File: src/rtl/msr_pkg.sv
package msr_pkg;

  typedef enum logic [2:0] {
    K_MCADDR = 3'd0,
    K_MCTYPE = 3'd1,
    K_STORE  = 3'd2,
    K_CTR    = 3'd3,
    K_BAD    = 3'd4
  } msr_kind_e;

  localparam int unsigned IDX_MCADDR = 0;
  localparam int unsigned IDX_MCTYPE = 1;
  localparam int unsigned IDX_HOLE_A = 3;
  localparam int unsigned IDX_TRCTL  = 14;
  localparam int unsigned IDX_HOLE_B = 15;
  localparam int unsigned IDX_CTR_LO = 16;
  localparam int unsigned IDX_CTR_HI = 19;

  localparam int unsigned TRCTL_W    = 4;
  localparam int unsigned TRACE_BIT  = 1;
  localparam int unsigned MCT_W      = 5;
  localparam int unsigned CTR_SEL_W  = 2;
  localparam int unsigned ERR_W      = 16;
  localparam logic [ERR_W-1:0] GP_ERR_CODE = '0;

  function automatic bit is_store_slot(input int unsigned s);
    return (s == 2) || ((s >= 4) && (s <= IDX_TRCTL));
  endfunction

endpackage

File: src/rtl/msr_index_decode.sv
module msr_index_decode
  import msr_pkg::*;
#(
  parameter int unsigned IDX_W  = 32,
  parameter int unsigned SLOT_W = 4
) (
  input  logic [IDX_W-1:0]     idx,
  output msr_kind_e            kind,
  output logic [SLOT_W-1:0]    slot,
  output logic [CTR_SEL_W-1:0] ctr_sel
);

  localparam logic [IDX_W-1:0] K_ADDR  = IDX_W'(IDX_MCADDR);
  localparam logic [IDX_W-1:0] K_TYPE  = IDX_W'(IDX_MCTYPE);
  localparam logic [IDX_W-1:0] K_HOLE  = IDX_W'(IDX_HOLE_A);
  localparam logic [IDX_W-1:0] K_STTOP = IDX_W'(IDX_TRCTL);
  localparam logic [IDX_W-1:0] K_CLO   = IDX_W'(IDX_CTR_LO);
  localparam logic [IDX_W-1:0] K_CHI   = IDX_W'(IDX_CTR_HI);

  always_comb begin
    if (idx == K_ADDR)                      kind = K_MCADDR;
    else if (idx == K_TYPE)                 kind = K_MCTYPE;
    else if (idx <= K_STTOP && idx != K_HOLE) kind = K_STORE;
    else if (idx >= K_CLO && idx <= K_CHI)  kind = K_CTR;
    else                                    kind = K_BAD;
  end

  assign slot    = idx[SLOT_W-1:0];
  assign ctr_sel = idx[CTR_SEL_W-1:0];

endmodule

File: src/rtl/msr_mc_regs.sv
module msr_mc_regs
  import msr_pkg::*;
#(
  parameter int unsigned ADDR_W = 32
) (
  input  logic              clk,
  input  logic              rst_n,
  input  logic              mc_event,
  input  logic [ADDR_W-1:0] mc_addr,
  input  logic [MCT_W-2:0]  mc_attr,
  input  logic              chk_clr,
  output logic [ADDR_W-1:0] addr_q,
  output logic [MCT_W-1:0]  type_q
);

  logic [ADDR_W-1:0] addr_d;
  logic [MCT_W-2:0]  attr_q, attr_d;
  logic              chk_q, chk_d;

  always_comb begin
    addr_d = addr_q;
    attr_d = attr_q;
    chk_d  = chk_q;
    if (chk_clr) chk_d = 1'b0;
    if (mc_event) begin
      addr_d = mc_addr;
      attr_d = mc_attr;
      chk_d  = 1'b1;
    end
  end

  always_ff @(posedge clk or negedge rst_n) begin
    if (!rst_n) begin
      addr_q <= '0;
      attr_q <= '0;
      chk_q  <= 1'b0;
    end else begin
      addr_q <= addr_d;
      attr_q <= attr_d;
      chk_q  <= chk_d;
    end
  end

  assign type_q = {attr_q, chk_q};

  AST_CHK_ON_EVENT: assert property (@(posedge clk) disable iff (!rst_n)
    mc_event |=> chk_q);
  AST_CHK_CLR_NO_EVT: assert property (@(posedge clk) disable iff (!rst_n)
    (chk_clr && !mc_event) |=> !chk_q);
  AST_ADDR_READONLY: assert property (@(posedge clk) disable iff (!rst_n)
    !mc_event |=> $stable(addr_q));

endmodule

File: src/rtl/msr_store.sv
module msr_store
  import msr_pkg::*;
#(
  parameter int unsigned DATA_W = 64,
  parameter int unsigned SLOT_W = 4
) (
  input  logic               clk,
  input  logic               rst_n,
  input  logic               wr_en,
  input  logic [SLOT_W-1:0]  wr_slot,
  input  logic [DATA_W-1:0]  wdata,
  input  logic [SLOT_W-1:0]  rd_slot,
  output logic [DATA_W-1:0]  rdata,
  output logic [TRCTL_W-1:0] trctl
);

  localparam int unsigned NSLOT = 1 << SLOT_W;

  logic [DATA_W-1:0] slot_q [NSLOT];

  for (genvar s = 0; s < NSLOT; s++) begin : g_slot
    if (s == IDX_TRCTL) begin : g_ctl
      logic [TRCTL_W-1:0] q, d;
      always_comb d = (wr_en && wr_slot == SLOT_W'(s)) ? wdata[TRCTL_W-1:0] : q;
      always_ff @(posedge clk or negedge rst_n) begin
        if (!rst_n) q <= '0;
        else        q <= d;
      end
      assign slot_q[s] = {{(DATA_W-TRCTL_W){1'b0}}, q};
    end else if (is_store_slot(s)) begin : g_reg
      logic [DATA_W-1:0] q, d;
      always_comb d = (wr_en && wr_slot == SLOT_W'(s)) ? wdata : q;
      always_ff @(posedge clk or negedge rst_n) begin
        if (!rst_n) q <= '0;
        else        q <= d;
      end
      assign slot_q[s] = q;
    end else begin : g_none
      assign slot_q[s] = '0;
    end
  end

  assign rdata = slot_q[rd_slot];
  assign trctl = slot_q[IDX_TRCTL][TRCTL_W-1:0];

  AST_TRCTL_HOLD: assert property (@(posedge clk) disable iff (!rst_n)
    !wr_en |=> $stable(trctl));

endmodule

File: src/rtl/msr_access_unit.sv
module msr_access_unit
  import msr_pkg::*;
#(
  parameter int unsigned IDX_W  = 32,
  parameter int unsigned HALF_W = 32,
  parameter int unsigned PRIV_W = 2
) (
  input  logic                 clk,
  input  logic                 rst_n,
  input  logic                 req_valid,
  input  logic                 req_write,
  input  logic [IDX_W-1:0]     req_index,
  input  logic [PRIV_W-1:0]    req_priv,
  input  logic [HALF_W-1:0]    req_wdata_hi,
  input  logic [HALF_W-1:0]    req_wdata_lo,
  output logic                 rsp_done,
  output logic                 rsp_fault,
  output logic [ERR_W-1:0]     rsp_err_code,
  output logic [HALF_W-1:0]    rsp_rdata_hi,
  output logic [HALF_W-1:0]    rsp_rdata_lo,
  input  logic                 mc_event,
  input  logic [HALF_W-1:0]    mc_addr,
  input  logic                 mc_lock,
  input  logic                 mc_mem_io,
  input  logic                 mc_data_code,
  input  logic                 mc_wr_rd,
  output logic                 trace_en,
  output logic [TRCTL_W-1:0]   trace_ctl,
  output logic                 fwd_valid,
  output logic                 fwd_write,
  output logic [CTR_SEL_W-1:0] fwd_sel,
  output logic [2*HALF_W-1:0]  fwd_wdata,
  input  logic [2*HALF_W-1:0]  fwd_rdata
);

  localparam int unsigned DATA_W = 2 * HALF_W;
  localparam int unsigned SLOT_W = 4;

  msr_kind_e            kind;
  logic [SLOT_W-1:0]    slot;
  logic [CTR_SEL_W-1:0] ctr_sel;
  logic                 acc_ok;
  logic [DATA_W-1:0]    wdata;
  logic [DATA_W-1:0]    store_rdata;
  logic [HALF_W-1:0]    mc_addr_q;
  logic [MCT_W-1:0]     mc_type_q;
  logic [DATA_W-1:0]    rd_mux;

  logic                 done_q, done_d;
  logic                 fault_q, fault_d;
  logic [DATA_W-1:0]    rdata_q, rdata_d;

  assign wdata = {req_wdata_hi, req_wdata_lo};

  msr_index_decode #(.IDX_W(IDX_W), .SLOT_W(SLOT_W)) u_dec (
    .idx     (req_index),
    .kind    (kind),
    .slot    (slot),
    .ctr_sel (ctr_sel)
  );

  assign acc_ok = req_valid && (req_priv == '0) && (kind != K_BAD);

  msr_mc_regs #(.ADDR_W(HALF_W)) u_mc (
    .clk      (clk),
    .rst_n    (rst_n),
    .mc_event (mc_event),
    .mc_addr  (mc_addr),
    .mc_attr  ({mc_lock, mc_mem_io, mc_data_code, mc_wr_rd}),
    .chk_clr  (acc_ok && !req_write && kind == K_MCTYPE),
    .addr_q   (mc_addr_q),
    .type_q   (mc_type_q)
  );

  msr_store #(.DATA_W(DATA_W), .SLOT_W(SLOT_W)) u_store (
    .clk     (clk),
    .rst_n   (rst_n),
    .wr_en   (acc_ok && req_write && kind == K_STORE),
    .wr_slot (slot),
    .wdata   (wdata),
    .rd_slot (slot),
    .rdata   (store_rdata),
    .trctl   (trace_ctl)
  );

  assign trace_en  = trace_ctl[TRACE_BIT];
  assign fwd_valid = acc_ok && kind == K_CTR;
  assign fwd_write = req_write;
  assign fwd_sel   = ctr_sel;
  assign fwd_wdata = wdata;

  always_comb begin
    case (kind)
      K_MCADDR: rd_mux = {{(DATA_W-HALF_W){1'b0}}, mc_addr_q};
      K_MCTYPE: rd_mux = {{(DATA_W-MCT_W){1'b0}}, mc_type_q};
      K_STORE:  rd_mux = store_rdata;
      K_CTR:    rd_mux = fwd_rdata;
      default:  rd_mux = '0;
    endcase
  end

  always_comb begin
    done_d  = req_valid;
    fault_d = req_valid && !acc_ok;
    rdata_d = (acc_ok && !req_write) ? rd_mux : '0;
  end

  always_ff @(posedge clk or negedge rst_n) begin
    if (!rst_n) begin
      done_q  <= 1'b0;
      fault_q <= 1'b0;
      rdata_q <= '0;
    end else begin
      done_q  <= done_d;
      fault_q <= fault_d;
      rdata_q <= rdata_d;
    end
  end

  assign rsp_done     = done_q;
  assign rsp_fault    = fault_q;
  assign rsp_err_code = GP_ERR_CODE;
  assign rsp_rdata_hi = rdata_q[DATA_W-1:HALF_W];
  assign rsp_rdata_lo = rdata_q[HALF_W-1:0];

  AST_DONE_FOLLOWS_REQ: assert property (@(posedge clk) disable iff (!rst_n)
    req_valid |=> rsp_done);
  AST_NO_SPURIOUS_DONE: assert property (@(posedge clk) disable iff (!rst_n)
    !req_valid |=> !rsp_done);
  AST_FAULT_NO_DATA: assert property (@(posedge clk) disable iff (!rst_n)
    rsp_fault |-> (rsp_rdata_hi == '0 && rsp_rdata_lo == '0 && rsp_done));
  AST_PRIV_FAULT: assert property (@(posedge clk) disable iff (!rst_n)
    (req_valid && req_priv != '0) |=> rsp_fault);
  AST_NO_FWD_UNPRIV: assert property (@(posedge clk) disable iff (!rst_n)
    fwd_valid |-> (req_valid && req_priv == '0));
  AST_HOLE_FAULT: assert property (@(posedge clk) disable iff (!rst_n)
    (req_valid && (req_index == IDX_W'(IDX_HOLE_A) ||
                   req_index == IDX_W'(IDX_HOLE_B))) |=> rsp_fault);

endmodule

File: config.mk
export PLATFORM = sky130hd
export DESIGN_NAME = msr_access_unit
export DESIGN_NICKNAME = d
export VERILOG_FILES = /design/src/rtl/msr_pkg.sv /design/src/rtl/msr_index_decode.sv /design/src/rtl/msr_mc_regs.sv /design/src/rtl/msr_store.sv /design/src/rtl/msr_access_unit.sv
export SDC_FILE = /design/constraint.sdc
export NUM_CORES = 1
export LEC_CHECK = 0
export BUFFER_PORTS_ARGS = -buffer_cell sky130_fd_sc_hd__buf_4
export CAP_MARGIN = 5
export CORE_MARGIN = 4
export CORE_UTILIZATION = 50
export DETAILED_ROUTE_END_ITERATION = 16
export HOLD_SLACK_MARGIN = 0.15
export PLACE_DENSITY = 0.82
export SLEW_MARGIN = 20
export SYNTH_ARGS = -nofsm -noshare
export SYNTH_HDL_FRONTEND = slang
export SYNTH_SLANG_ARGS = --single-unit
File: constraint.sdc
create_clock -name clk -period 1.6 [get_ports clk]
set_clock_uncertainty 0.05 [all_clocks]
set_input_delay 0.16 -clock clk [delete_from_list [all_inputs] [get_ports clk]]
set_output_delay 0.16 -clock clk [all_outputs]
set_load 0.005 [all_outputs]
## Word level (Yosys, flattened, before mapping)

Cells that the tools add are included.

- Reduce and logical (&&, ||, !) cells: 28
- Bitwise logic cells: 1
- Equality and inequality tests: 18
- $lt $le $gt $ge: 4
- Shifts and indexed selects: 0
- Divide/modulo/power cells: 0
- $mul: 0
- Multiplexer cells: 11
- Add/sub/neg operators: 0

Operators with widths:

| kind | count |
|---|---|
| binary-select mux 64 bit (select 4 bit) | 1 |
| case mux 64 bit (4 select lines) | 1 |
| 2-to-1 mux 64 bit | 3 |
| == test 32 x 1 -> 1 bit (second input constant) | 1 |
| greater-or-equal comparator 32 x 5 -> 1 bit (second input constant) | 1 |
| less-or-equal comparator 32 x 4 -> 1 bit (second input constant) | 1 |
| less-or-equal comparator 32 x 5 -> 1 bit (second input constant) | 1 |
| zero test 32 bit | 1 |
| != test 32 x 2 -> 1 bit (second input constant) | 1 |
| == test 4 bit (second input constant) | 7 |
| logical AND 1 bit | 22 |
| == test 4 x 3 -> 1 bit (second input constant) | 4 |
| 2-to-1 mux 3 bit | 4 |
| == test 3 x 2 -> 1 bit (second input constant) | 2 |
| greater-or-equal comparator 5 bit (second input constant) | 1 |
| NOT 4 -> 5 bit | 1 |
| == test 4 x 2 -> 1 bit (second input constant) | 1 |
| == test 3 x 1 -> 1 bit (second input constant) | 1 |
| zero test 3 bit | 1 |
| != test 3 bit (second input constant) | 1 |
| zero test 1 bit | 2 |
| zero test 2 bit | 1 |
| 2-to-1 mux 1 bit | 2 |
| nonzero test 2 bit | 1 |

- Bits in writable memories: 0
- Memories kept: 0
- Bits in latches: 0
- Register bits after elaboration: 811
- Bits in read-only memories: 0

## Depth between registers and ports, before layout

Gate-level depths: netlist of run 1.

- Depth after elaboration: 12
- Gate-level depth with buffers: 10
- Depth with buffers taken out: 5

## Cells and area by module

Synthesis of run 1 repeated with hierarchy kept, for this count alone.

- Cell total of the unflattened synthesis: 2966
- Area total of the unflattened synthesis: 38268.0 um^2

Modules (own cells, without submodules):

| module | area an instance (um^2) | cells each | seq. area each (um^2) | times used |
|---|---|---|---|---|
| msr_store | 32573.7 | 2482 | 17717.0 | 1 |
| msr_access_unit | 3988.8 | 377 | 1651.6 | 1 |
| msr_mc_regs | 1530.2 | 80 | 925.9 | 1 |
| msr_index_decode | 175.2 | 27 | 0.0 | 1 |

## Worst setup path before layout of run 1

Ideal clock, no wire load.

- Path kind: input to register
- From: in req_index[0]
- To: reg rdata_q[28]
- Setup slack: -0.725 ns
- Cell stages on the path: 7
- Arrival time: 2.143 ns
- Path buffers: 3
- Cells stage by stage: buf_2 > buf_2 > buf_1 > mux4_2 > a221o_1 > a32oi_1 > nor2_1

- Word-level cells in the longest chain between the ends: 10
- Elaborated cells on any way between the ends: 25

RTL lines:

| element | line | text |
|---|---|---|
| start: declaration | msr_access_unit.sv:12 | `input logic [IDX_W-1:0] req_index,` |
| parallel branches: the longest is 9 deep, another holds greater-or-equal comparator 32 x 5 -> 1 bit | - |  |
| 2-to-1 mux 64 bit (*) | msr_access_unit.sv:105 | `rdata_d = (acc_ok && !req_write) ? rd_mux : '0;` |
| via rdata_d[28] | msr_access_unit.sv:51 | `logic [DATA_W-1:0] rdata_q, rdata_d;` |
| end signal: assignment | msr_access_unit.sv:116 | `rdata_q <= rdata_d;` |
| end: declaration | msr_access_unit.sv:51 |  |

Mark *: on every way through the listed nets, which the timed path passes. The select of a mux whose other input is x is not followed.
A chain may end at the register's enable or synchronous reset.

## Worst setup path in the final report of run 1

- From: in req_index[9]
- To: reg u_store.g_slot[11].g_reg.q[57]

- Word-level cells in the longest chain between the ends: 11
- Elaborated cells on any way between the ends: 18

RTL lines:

| element | line | text |
|---|---|---|
| greater-or-equal comparator 32 x 5 -> 1 bit or less-or-equal comparator 32 x 5 -> 1 bit (tied branches) | msr_index_decode.sv:24 | `else if (idx >= K_CLO && idx <= K_CHI) kind = K_CTR;` |
| logical AND 1 bit | msr_index_decode.sv:24 |  |
| 2-to-1 mux 3 bit | msr_index_decode.sv:24 |  |
| 2-to-1 mux 3 bit | msr_index_decode.sv:23 | `else if (idx <= K_STTOP && idx != K_HOLE) kind = K_STORE;` |
| 2-to-1 mux 3 bit | msr_index_decode.sv:22 | `else if (idx == K_TYPE) kind = K_MCTYPE;` |
| 2-to-1 mux 3 bit (*) | msr_index_decode.sv:21 | `if (idx == K_ADDR) kind = K_MCADDR;` |
| != test 3 bit | msr_access_unit.sv:62 | `assign acc_ok = req_valid && (req_priv == '0) && (kind != K_BAD);` |
| logical AND 1 bit | msr_access_unit.sv:62 |  |
| logical AND 1 bit | msr_access_unit.sv:78 | `.wr_en (acc_ok && req_write && kind == K_STORE),` |
| logical AND 1 bit (*) | msr_access_unit.sv:78 |  |
| logical AND 1 bit (*) | msr_store.sv:32 | `always_comb d = (wr_en && wr_slot == SLOT_W'(s)) ? wdata : q;` |
| end signal: assignment | msr_store.sv:34 | `if (!rst_n) q <= '0;` |
| end signal: assignment | msr_store.sv:35 | `else q <= d;` |
| end: declaration | msr_store.sv:31 | `logic [DATA_W-1:0] q, d;` |

Mark *: on every way between the ends. The rest lies on a longest branch, timed or not.

==> flow_summary.toml, run 1 <==
[clock_tree]
cts_tree = "built"
clockRootBuffer = "clkbuf_16"
cts_made_buffers = 84
hold_buffers = 206
cts_sinks = 811
clock_latency_ns = 0.64
clk_pin_slew_worst_paths_ns = 0.06
ctsLongestPathBuffers = 3
htree_num_levels = 3

[logic_synthesis]
synth_edf_count = 0
synth_cell_types = 48
syn_area_per_cell_um2 = 15.0
yosysWarnings = 0
ys_ff_latch = 811
synth_top_flop_cell = "dfrtp_1"
ys_seq_area_share_pct = 53.6
syn_area_um2 = 37800
syn_inst = 2520
async_reset_ff_share_pct = 100

[worst_setup_path]
cp_max_fo = 35
path_cells = "buf_4, nor4_4, nand4_1, buf_4, nor4_4, buf_6, buf_12, nand4_4, buf_12, mux2_2"
critPathMaxStageDelay_ns = 0.31
start_kind = "input pin"
crit_start = "req_index[9]"
arrival_ns = 2.29
regToRegStartpoint = "u_store.g_slot[7].g_reg.q[0]"
crit_type = "input pin to register"
critPathCaptureType = "register"
critical_path_required_ns = 2.06
slowest_stage = "nor4_4"

[final_layout]
final_nets = 3282
drive_gt1_share_pct = 49.9
final_area_um2 = 47900
area_growth_pct = 26.5
final_core_util_pct = 64.1

[route]
route.detailed.drc = 0
viasPerCell = 6.39
finalWirelength_mm = 116
first_pass_iters = 6
drt-initial-drc-count = 2439
vias = 26300
ant_nets = 0
wl_per_cell_um = 28.1

[sta]
setup_viol = 773
rsz0062_at_grt = "true"
post-route-period-util_pct = 114
fmaxAchievable_mhz = 547
min_period_ns = 1.83
max_slew_margin_pct = 47.4
tns_ns = -134.42
worst-slew-pin-transition_ns = 0.789
slew_viol_final = 0
setup_ws_ns = -0.228
hold_viol_final = 0

[floorplanning]
pin_count = 358
die_w_um = 283
die_h_um = 283
die_area_um2 = 80100
rows = 100
initial_utilization_pct = 50.7
core_um2 = 74700

[global_route]
grt_max_degree = 70
grt_util_all_layers_pct = 28.3
grt.overflow.total = 0
grt_pass1_wl_mm = 177
antenna_found_initial = 6
grt_pass1_vias = 29300

[pwr]
leakagePower_nw = 24.3
ir_drop_uv = 774
power_density_nw_per_um2 = 935

[hold_path]
hp-start = "req_index[4]"
hold_class = "input pin to register"

[place]
post-dp-hpwl_mm = 68.2
placed_area_um2 = 42700
numPortBuffers = 341
place_congestion = 0.840

[outcome]
status = "finished with violations"
violations = "negative setup slack"

[flow_run]
maxCapViolations = 0
-- sequential cells by signal, summed over array words and instances, names as in the netlist --
register                count
rsp_done                    1
u_mc.addr_q                32
rsp_fault                   1
u_store.g_slot.g_reg.q    704
u_store.trctl               4
u_mc.chk_q                  1
u_mc.attr_q                 4
rdata_q                    64
-- Yosys cell counts (all sizes together) (10+ instances only) --
master	number	area, um2
a221o	60	601
a221oi	120	1050
a22o	28	245
a32oi	58	508
buf	169	1250
clkbuf	166	623
dfrtp	811	20300
mux2	745	9520
mux2i	126	1260
mux4	66	1490
nand2	13	48.8
nand3	14	183
nor2	70	265
nor4	10	83.8
-- kinds of logic after synthesis --
group | Yosys count | synth area share [%]
and+or+nand+nor | 134 | 2.01
DFF | 811 | 53.6
other | 1 | 0.00991
AOI/OAI and AO/OA | 298 | 6.94
muxes | 937 | 32.4
buffers and inverters | 339 | 4.99
-- report_power, final --
part           total [mW]  internal, mW  switching, mW
clock network        20.6          12.2           8.39
logic                3.50          1.60           1.90
registers            20.7          20.6         0.0698
total                44.8          34.4           10.4
-- final timing paths --
check	endpoint	slack, ns	depth (start not counted)
hold / removal	rdata_q[62]	0.13	6
max in group asynchronous	rdata_q[60]	0.06	4
setup / recovery	u_store.g_slot[11].g_reg.q[57]	-0.23	10
hold reg to reg	u_store.g_slot[6].g_reg.q[50]	0.45	1
setup reg to reg	rdata_q[0]	-0.22	6
min in group asynchronous	u_store.g_slot[11].g_reg.q[0]	0.67	4
-- routing by layer --
metal	vias to the layer above	wire length, um	GRT usage [%]
li1	10500	-	-
met1	13900	42800	33.7
met2	1500	56800	46.8
met3	475	8970	6.57
met4	4	7100	17.4
met5	-	23	0
-- placed cells by master, fill, tap and decap left out, types with 11 or more instances in the layout --
cell type      instances
clkbuf_1              20
nor2_1                67
conb_1                16
buf_12                78
clkbuf_8              16
a32oi_1               54
mux2_4               303
nand2_1               12
a221o_1               60
clkbuf_16             90
nand3_4               11
buf_4                501
dfrtp_1              811
mux2_2               442
dlygate4sd3_1        206
mux4_2                66
a22o_1                28
mux2i_1              126
a221oi_1             118
clkinv_2              15
-- stage by stage --
step                hold WS [ns]  worst slack [ns]  std cells  total power, mW
global route               0.118            -0.245       4119             45.9
finish                     0.127            -0.228       4120             44.8
detailed placement       -0.0253            -0.945       3752             23.9
CTS                       0.0744            -0.192       4113             44.6
global placement         -0.0291            -0.908       3752             23.9
floorplan                 -0.186            -0.551       2535             22.2
-- critical path: cells and delay by family --
family | cells | cell delay (ns)
buffers and inverters | 5 | 0.89
and+or+nand+nor | 4 | 0.89
muxes | 1 | 0.31
-- area by class of cell --
| class | instances | area, um2 |
|---|---|---|
| Inverter | 4 | 15.0 |
| Timing Repair Buffer | 793 | 7500 |
| Fill cell | 4697 | 26800 |
| Multi-Input combinational cell | 1385 | 16000 |
| Clock buffer | 125 | 2520 |
| Clock inverter | 28 | 354 |
| Tap cell | 969 | 1210 |
| Sequential cell | 811 | 20300 |
| Antenna cell | 5 | 12.5 |
-- timing repair --
item,in CTS,in global routing
cloned,0,1
setup endpoints to repair,773,773
pin swaps,16,4
resized for setup,20,6
buffers inserted,2,1
endpoints found under the hold margin,1621,1
(Power assumes the default switching activity.)
==> run 2, diff against run 1 <==
--- a/constraint.sdc
+++ b/constraint.sdc
@@ -4,2 +4,2 @@
 set_output_delay 0.16 -clock clk [all_outputs]
-set_load 0.005 [all_outputs]
+set_load 0.02 [all_outputs]
==> run 2 against run 1 <==
Cell count up 0.78%. Combinational power up 6.0%. Largest power group unchanged. Critical path depth down 6. Sequential share of layout area down 0.63 points. The run still ends with negative setup slack left. Design area up 1.5%. First-iteration DRC count up 22%. Die area unchanged. Sequential power about the same.
==> flow_summary.toml, run 2 (synthesis results as in run 1) <==
[floorplanning]
core_um2 = 74700
die_area_um2 = 80100
rows = 100
die_h_um = 283
pin_count = 358
die_w_um = 283
initial_utilization_pct = 50.7

[pwr]
swShare_pct = 23.7
power.clock.fraction_pct = 45.9
p_int_mw = 34.4
seqPwrFrac_pct = 45.8
power_density_nw_per_um2 = 928
leakagePower_nw = 24.7
switchingPower_mw = 10.7
ir_drop_uv = 776
power.share.combinational_pct = 8.2

[worst_setup_path]
crit_type = "register to register"
critPathCaptureType = "register"
start_kind = "register"
r2r_slack_ns = -0.48
arrival_ns = 2.55
cp_max_fo = 2
critical_path_required_ns = 2.06

[route]
vias = 27200
route.detailed.drc = 0
finalWirelength_mm = 127
first_pass_iters = 6
ant_nets = 0
viasPerCell = 6.55
wl_per_cell_um = 30.5
drt-initial-drc-count = 2982

[clock_tree]
cts_tree = "built"
clk_pin_slew_worst_paths_ns = 0.06
clock_latency_ns = 0.64
cts_made_buffers = 84
clockRootBuffer = "clkbuf_16"
cts_sinks = 811
ctsLongestPathBuffers = 3
hold_buffers = 206
htree_num_levels = 3

[sta]
tns_ns = -198.17
post-route-period-util_pct = 130
worst-slew-pin-transition_ns = 0.623
fmaxAchievable_mhz = 480
setup_ws_ns = -0.484
hold_viol_final = 0
min_period_ns = 2.08
setup_viol = 773
max_slew_margin_pct = 58.4
slew_viol_final = 0
rsz0062_at_grt = "true"

[final_layout]
mostFrequentLayoutCells = "dfrtp_1 (811), buf_4 (498), mux2_2 (441)"
reg_top3 = "u_store.g_slot.g_reg.q x704, rdata_q x64, u_mc.addr_q x32"
final_cells = 4152
largest_reg_flops = 704
regMostFlops = "u_store.g_slot.g_reg.q"
layout_commonest_cell = "dfrtp_1"
drive_gt1_share_pct = 50.5
area_growth_pct = 28.4
final_nets = 3311
final_core_util_pct = 65.1
fillers = 4533

[global_route]
grt_pass1_wl_mm = 176
grt_util_all_layers_pct = 28.1
grt.overflow.total = 0
antenna_found_initial = 11
grt_max_degree = 70
grt_pass1_vias = 29100

[place]
place_congestion = 0.840
dp_slack_ns = -0.945
numPortBuffers = 341
dp.cells = 3752
post-dp-hpwl_mm = 68.2

[hold_path]
hold_class = "input pin to register"

[flow_run]
maxCapViolations = 0

[outcome]
violations = "negative setup slack"
status = "finished with violations"
run 2: area by class of cell:
cell class	instances	area, um2	area share [%]
sequential	811	20300	41.8
clock inverter	28	354	0.729
multi-input combinational	1385	16000	32.9
timing repair buffer	822	8180	16.8
clock buffer	125	2520	5.19
tap	969	1210	2.50
antenna	8	20.0	0.0412
inverter	4	15.0	0.0309
run 2: path summary, 6_finish.rpt:
path | startpoint | endpoint | depth (start not counted)
setup / recovery | u_store.g_slot[7].g_reg.q[23] | rdata_q[23] | 4
hold / removal | req_index[4] | rdata_q[62] | 6
setup reg to reg | u_store.g_slot[7].g_reg.q[23] | rdata_q[23] | 4
hold reg to reg | u_store.g_slot[7].g_reg.q[6] | u_store.g_slot[7].g_reg.q[6] | 1
max in group asynchronous | rst_n | rdata_q[60] | 4
min in group asynchronous | rst_n | u_store.g_slot[4].g_reg.q[2] | 4
run 2: critical path: stages, from the launching register on:
cell and delay [ns]:
dfrtp_1 0.52, mux4_2 0.69, a221o_1 0.37, a32oi_1 0.22, nor2_1 0.10
run 2: metrics by stage:
step,hold slack [ns],total power [mW],instance area (um2)
detailed placement,-0.0253,24.1,42700
CTS,0.0744,44.7,47800
global placement,-0.0291,24.0,42700
global route,0.136,46.2,48600
finish,0.148,45.1,48600
floorplan,-0.186,22.4,38300
run 2: power groups by stage:
stage / clock network, mW / logic [mW] / registers, mW
final: 20.7 / 3.71 / 20.7
after global routing: 21.6 / 3.89 / 20.7
after CTS: 20.5 / 3.55 / 20.7
after detailed placement: 0 / 3.04 / 21.0
after global placement: 0 / 2.96 / 21.0
after floorplan: 0 / 1.36 / 21.0
run 2: timing repair:
item                       4_1_cts  5_1_grt
setup endpoints to repair      773      773
setup buffers                    1        9
cloned                           0       24
pin swaps                       14        8
resized for setup               22       31
hold endpoints to repair      1621        1
run 2: layer usage:
| metal | global-route usage [%] | part of all wire, % | up-vias |
|---|---|---|---|
| li1 | - | - | 10600 |
| met1 | 34.0 | 35 | 14000 |
| met2 | 46.7 | 48 | 1948 |
| met3 | 5.64 | 9.2 | 645 |
| met4 | 17.2 | 7.8 | 8 |
| met5 | 0 | 0.045 | - |
